$ cat src/rtl/pwb_pkg.sv
package pwb_pkg;
    // Sequencer phase, kept explicit for readability of the next-state logic.
    typedef enum logic [0:0] {
        PH_IDLE = 1'b0,
        PH_PROG = 1'b1
    } pwb_phase_e;
endpackage

$ cat src/rtl/pwb_page_buf.sv
module pwb_page_buf #(
    parameter int ADDR_W = 8,
    parameter int PAGE_W = 6,
    parameter int DATA_W = 8
) (
    input  logic                     clk,
    input  logic                     rst_n,
    input  logic                     lock,
    input  logic                     start,
    input  logic [ADDR_W-1:0]        start_addr,
    input  logic                     push,
    input  logic [DATA_W-1:0]        push_data,
    input  logic                     clear,
    input  logic [PAGE_W-1:0]        slot_sel,
    output logic [ADDR_W-PAGE_W-1:0] page_base,
    output logic [DATA_W-1:0]        slot_data,
    output logic                     slot_loaded,
    output logic                     any_loaded
);
    localparam int PAGE_BYTES = 1 << PAGE_W;
    localparam int PG_W       = ADDR_W - PAGE_W;

    typedef struct packed {
        logic [PG_W-1:0]                    page;
        logic [PAGE_W-1:0]                  ptr;
        logic [PAGE_BYTES-1:0]              mask;
        logic [PAGE_BYTES-1:0][DATA_W-1:0]  data;
    } buf_state_t;

    buf_state_t st_d, st_q;

    always_comb begin
        st_d = st_q;
        if (clear) begin
            st_d.mask = '0;
        end
        if (!lock) begin
            if (start) begin
                st_d.page = start_addr[ADDR_W-1:PAGE_W];
                st_d.ptr  = start_addr[PAGE_W-1:0];
                st_d.mask = '0;
            end else if (push) begin
                st_d.data[st_q.ptr] = push_data;
                st_d.mask[st_q.ptr] = 1'b1;
                // natural PAGE_W-bit overflow keeps the pointer in the page
                st_d.ptr            = st_q.ptr + 1'b1;
            end
        end
    end

    always_ff @(posedge clk or negedge rst_n) begin
        if (!rst_n) begin
            st_q <= '0;
        end else begin
            st_q <= st_d;
        end
    end

    assign page_base   = st_q.page;
    assign slot_data   = st_q.data[slot_sel];
    assign slot_loaded = st_q.mask[slot_sel];
    assign any_loaded  = |st_q.mask;
endmodule

$ cat src/rtl/pwb_prog_seq.sv
module pwb_prog_seq
    import pwb_pkg::*;
#(
    parameter int PAGE_W     = 6,
    parameter int CYCLE_CLKS = 80
) (
    input  logic              clk,
    input  logic              rst_n,
    input  logic              commit,
    input  logic              allowed,
    input  logic              any_loaded,
    input  logic              slot_loaded,
    output logic [PAGE_W-1:0] slot_sel,
    output logic              slot_we,
    output logic              clear_buf,
    output logic              busy,
    output logic              done
);
    localparam int PAGE_BYTES = 1 << PAGE_W;
    localparam int CNT_W      = $clog2(CYCLE_CLKS + 1);
    localparam logic [CNT_W-1:0] LAST_CNT  = CNT_W'(CYCLE_CLKS - 1);
    localparam logic [CNT_W-1:0] SLOT_LIM  = CNT_W'(PAGE_BYTES);

    typedef struct packed {
        pwb_phase_e       phase;
        logic [CNT_W-1:0] cnt;
        logic             done;
    } seq_state_t;

    seq_state_t st_d, st_q;
    logic       clr_c;

    always_comb begin
        st_d      = st_q;
        st_d.done = 1'b0;
        clr_c     = 1'b0;
        unique case (st_q.phase)
            PH_PROG: begin
                if (st_q.cnt == LAST_CNT) begin
                    st_d.phase = PH_IDLE;
                    st_d.cnt   = '0;
                    st_d.done  = 1'b1;
                    clr_c      = 1'b1;
                end else begin
                    st_d.cnt = st_q.cnt + 1'b1;
                end
            end
            default: begin
                if (commit) begin
                    if (allowed && any_loaded) begin
                        st_d.phase = PH_PROG;
                        st_d.cnt   = '0;
                    end else begin
                        clr_c = 1'b1;
                    end
                end
            end
        endcase
    end

    always_ff @(posedge clk or negedge rst_n) begin
        if (!rst_n) begin
            st_q <= '{phase: PH_IDLE, cnt: '0, done: 1'b0};
        end else begin
            st_q <= st_d;
        end
    end

    assign busy      = (st_q.phase == PH_PROG);
    assign done      = st_q.done;
    assign clear_buf = clr_c;
    assign slot_sel  = st_q.cnt[PAGE_W-1:0];
    assign slot_we   = busy && (st_q.cnt < SLOT_LIM) && slot_loaded;
endmodule

$ cat src/rtl/pwb_store.sv
module pwb_store #(
    parameter int ADDR_W = 8,
    parameter int DATA_W = 8
) (
    input  logic              clk,
    input  logic              rst_n,
    input  logic              we,
    input  logic [ADDR_W-1:0] waddr,
    input  logic [DATA_W-1:0] wdata,
    input  logic [ADDR_W-1:0] raddr,
    output logic [DATA_W-1:0] rdata
);
    localparam int DEPTH = 1 << ADDR_W;

    logic [DEPTH-1:0][DATA_W-1:0] mem_d, mem_q;

    always_comb begin
        mem_d = mem_q;
        if (we) begin
            mem_d[waddr] = wdata;
        end
    end

    always_ff @(posedge clk or negedge rst_n) begin
        if (!rst_n) begin
            mem_q <= '0;
        end else begin
            mem_q <= mem_d;
        end
    end

    assign rdata = mem_q[raddr];
endmodule

$ cat src/rtl/page_write_buffer.sv
module page_write_buffer #(
    parameter int ADDR_W     = 8,
    parameter int PAGE_W     = 6,
    parameter int DATA_W     = 8,
    parameter int CYCLE_CLKS = 80
) (
    input  logic              clk,
    input  logic              rst_n,
    input  logic              ld_start,
    input  logic [ADDR_W-1:0] ld_addr,
    input  logic              ld_valid,
    input  logic [DATA_W-1:0] ld_data,
    input  logic              commit,
    input  logic              wr_allowed,
    output logic              busy,
    output logic              cycle_done,
    output logic              arr_we,
    output logic [ADDR_W-1:0] arr_addr,
    output logic [DATA_W-1:0] arr_data,
    input  logic [ADDR_W-1:0] rd_addr,
    output logic [DATA_W-1:0] rd_data
);
    localparam int PG_W = ADDR_W - PAGE_W;

    logic [PG_W-1:0]   page_base;
    logic [PAGE_W-1:0] slot_sel;
    logic [DATA_W-1:0] slot_data;
    logic              slot_loaded;
    logic              any_loaded;
    logic              clear_buf;
    logic              slot_we;
    logic              busy_w;

    pwb_page_buf #(
        .ADDR_W (ADDR_W),
        .PAGE_W (PAGE_W),
        .DATA_W (DATA_W)
    ) u_buf (
        .clk         (clk),
        .rst_n       (rst_n),
        .lock        (busy_w),
        .start       (ld_start),
        .start_addr  (ld_addr),
        .push        (ld_valid),
        .push_data   (ld_data),
        .clear       (clear_buf),
        .slot_sel    (slot_sel),
        .page_base   (page_base),
        .slot_data   (slot_data),
        .slot_loaded (slot_loaded),
        .any_loaded  (any_loaded)
    );

    pwb_prog_seq #(
        .PAGE_W     (PAGE_W),
        .CYCLE_CLKS (CYCLE_CLKS)
    ) u_seq (
        .clk         (clk),
        .rst_n       (rst_n),
        .commit      (commit),
        .allowed     (wr_allowed),
        .any_loaded  (any_loaded),
        .slot_loaded (slot_loaded),
        .slot_sel    (slot_sel),
        .slot_we     (slot_we),
        .clear_buf   (clear_buf),
        .busy        (busy_w),
        .done        (cycle_done)
    );

    pwb_store #(
        .ADDR_W (ADDR_W),
        .DATA_W (DATA_W)
    ) u_store (
        .clk   (clk),
        .rst_n (rst_n),
        .we    (slot_we),
        .waddr ({page_base, slot_sel}),
        .wdata (slot_data),
        .raddr (rd_addr),
        .rdata (rd_data)
    );

    assign busy     = busy_w;
    assign arr_we   = slot_we;
    assign arr_addr = {page_base, slot_sel};
    assign arr_data = slot_data;
endmodule

$ cat config.mk
export PLATFORM = sky130hd
export DESIGN_NAME = page_write_buffer
export DESIGN_NICKNAME = d
export VERILOG_FILES = /design/src/rtl/pwb_pkg.sv /design/src/rtl/pwb_page_buf.sv /design/src/rtl/pwb_prog_seq.sv /design/src/rtl/pwb_store.sv /design/src/rtl/page_write_buffer.sv
export SDC_FILE = /design/constraint.sdc
export NUM_CORES = 2
export LEC_CHECK = 0
export BUFFER_PORTS_ARGS = -buffer_cell sky130_fd_sc_hd__buf_2
export CORE_MARGIN = 3
export CORE_UTILIZATION = 40
export DETAILED_ROUTE_END_ITERATION = 10
export GPL_TIMING_DRIVEN = 0
export PLACE_DENSITY = 0.61
export RECOVER_POWER = 25
export SKIP_CTS_REPAIR_TIMING = 1
export SLEW_MARGIN = 20
export SYNTH_ARGS = -nofsm -noshare
export SYNTH_HDL_FRONTEND = slang
export SYNTH_SLANG_ARGS = --single-unit
$ cat constraint.sdc
create_clock -name clk -period 3.06 [get_ports clk]
set_input_delay 0.459 -clock clk [delete_from_list [all_inputs] [get_ports clk]]
set_output_delay 0.459 -clock clk [all_outputs]
set_load 0.02 [all_outputs]
==> metrics.txt <==
status finished, violations left; failing checks negative hold slack, max-capacitance violations, max-slew violations, negative setup slack; global-route wire length before repair 687000 um; Max Cap Viol 2; antenna-violating nets left 0; Startpoint Class flop; number of DRC markers in iteration 0 about 14000; Post-DP HPWL 350000 um; die width roughly 550 um; synthesis warning total 0; number of synthesized register bits 2641; # IOs 57; Tot Pwr 74.2 mW; post-route cell area roughly 140000 um^2; Worst EP arrival approximately 4000 ps; unrepaired setup endpoints after global routing true; Post-synth top flop dfrtp_1; Post-synth EDFFs 0; total gr overflow 0; Gate Count Post-Synth 10300; per-cell routed wire length 33.1 um; Least-Margin Pin Slew 2000 ps; pins over their slew limit roughly 210; CP Max Fanout 8; endpoints failing setup about 3500; vias in the first global route 90800; Die ar. 298000 um^2; Inserted Clock Buffers 289; clock transition at the registers of the reported paths 60 ps; Final Hold Vio Count 3; post-layout worst setup margin -1440 ps; most common cell after layout, fill and taps aside dfrtp_1; hold slack -43.6 ps; Die Ht 546 um; Hold WC Path Type in2reg; via/cell ratio 6.25; Tcrit/Tclk final 1.47; Yosys cell types between 60 and 70; clk_skew approximately 87 ps; sequential share of the synthesized area 0.566; Rows approximately 200; Starting Density 0.403; Crit Path Category reg2out; CTS Buffer Depth 4; layout cells sized above 1 0.255; gr usage total 0.322; leading cell types in the layout, fill and taps excluded dfrtp_1 (2638), nand2_1 (2329), o21ai_0 (2076); Critical Path End Type output pin; fraction of registers with async set/reset 1.00; Post-Syn Area 117000 um^2; post-synthesis net count 10300; DR pass1 iterations 9; Core Box Area 289000 um^2; gp weighted congestion 1.03; VDD IR max 475 uV; Final nets 10900; required time worst endpoint 2600 ps; final cell count without fillers 15000; Syn Area/Cell roughly 11 um^2; post-route minimum period 4500 ps; placed cell areas 124000 um^2; # port buffers 44; initial antenna violation count 28; H-tree Lvls 5; root buf cell clkbuf_16; Area growth syn-to-layout 18.5%; Leakage Power 60.3 nW; pwr/cell area around 540 nW/um^2; largest net degree at the start of global routing 147; post-placement cell count 14300; CTS tree yes; final core occ 0.478; maximum clock rate 0.222 GHz; clk_lat worst skew 910 ps; routed wire length 495000 um; DRC viols 0; clock sinks 2641; Slew headroom -0.331; routed via count around 94000
routing by layer:
metal,track usage,part of all wire,routed length [um]
met5,0.0155,0.0012,609
met1,0.396,0.36,177000
met2,0.454,0.43,211000
met3,0.135,0.13,65600
met4,0.232,0.083,41300
worst max-delay path, cell delays in order (launching register included):
cell and delay (ps):
dfrtp_1 440, buf_6 190, buf_12 170, buf_16 190, buf_16 150, mux4_2 540, a22oi_2 270, a21oi_2 140
nor4_4 390, buf_6 210, buf_12 150, buf_12 120, inv_4 30, buf_6 110
power by group:
| part | internal (mW) | switching, mW |
|---|---|---|
| Clock | 20.3 | 15.0 |
| Sequential | 35.0 | 0.0437 |
| Combinational | 1.03 | 2.88 |
worst paths after layout:
| check | end | slack, ps | start | depth (start not counted) |
|---|---|---|---|---|
| min in group asynchronous | u_store.mem_q[748] | 860 | rst_n | 3 |
| setup reg to reg | u_store.mem_q[246] | -1440 | u_seq.slot_sel[5] | 10 |
| max in group asynchronous | u_store.mem_q[288] | -960 | rst_n | 7 |
| hold reg to reg | u_store.mem_q[570] | 480 | u_store.mem_q[570] | 2 |
| hold / removal | u_buf.st_q[581] | -40 | ld_addr[5] | 3 |
| setup / recovery | arr_data[3] | -1440 | u_seq.slot_sel[0] | 13 |
flip-flops by register name, indices dropped and copies added (netlist names):
signal	count
u_seq.done	1
u_buf.page_base	2
u_seq.st_q	1
u_store.mem_q	2048
u_seq.slot_sel	6
u_seq.busy	1
u_buf.st_q	582
cell families after synthesis:
kind of cell	Yosys count	share of synthesized area
buf+inv	890	0.0364
xor+xnor	1	0.0000750
fa+ha+maj	5	0.000536
mux	1244	0.175
simple gates	2796	0.0965
compound gates	2694	0.126
flops	2641	0.566
cell type report:
type / count / area, um^2
clock buffers: 419 / 8420
clock inverters: 87 / 923
inverters: 15 / 73.8
fillers: 25900 / 151000
well taps: 3880 / 4850
multi-input cells: 6740 / 48100
repair buffers: 282 / 3350
diodes: 39 / 97.6
plain buffers: 874 / 6400
flip-flops and latches: 2641 / 66100
cells in the mapped netlist, types with 5 or more instances:
cell      number  share of area
a211oi_1      24         0.0015
a21oi_1      165         0.0071
a221oi_1       6        0.00045
a22o_1         9        0.00068
a22oi_1      306          0.020
and2_1        17        0.00091
and3_1         7        0.00038
buf_1         36         0.0012
buf_2        217         0.0093
buf_4         95         0.0061
buf_6          8        0.00077
clkbuf_1     344          0.011
clkbuf_2     175         0.0075
dfrtp_1     2641           0.57
ha_1           5        0.00054
inv_1         14        0.00045
mux2_2       525          0.051
mux2i_1      136          0.012
mux4_2       583           0.11
nand2_1     2350          0.076
nand2_2       39         0.0021
nand2_4        9        0.00087
nand2b_1      24         0.0013
nand3_1       10        0.00043
nand3b_1       6        0.00039
nand4_1        7        0.00038
nor2_1       196         0.0063
nor2b_1       27         0.0014
nor3_1        20        0.00086
nor3b_1        6        0.00039
nor4_1        34         0.0018
nor4_4         5        0.00091
o21ai_0     2078          0.089
o221ai_1      41         0.0031
o22ai_1       24         0.0013
o31ai_1        6        0.00039
or2_2         16        0.00086
or3_1          9        0.00048
per-stage QoR:
stage / TNS [ps] / setup WS [ps]
after detailed placement: -4992900 / -3160
after global routing: -2725900 / -1460
after CTS: -4547040 / -3530
final: -2332810 / -1440
after global placement: - / -55530
after floorplan: 0 / 0.216
No activity file was read; power rests on OpenSTA's default activity.
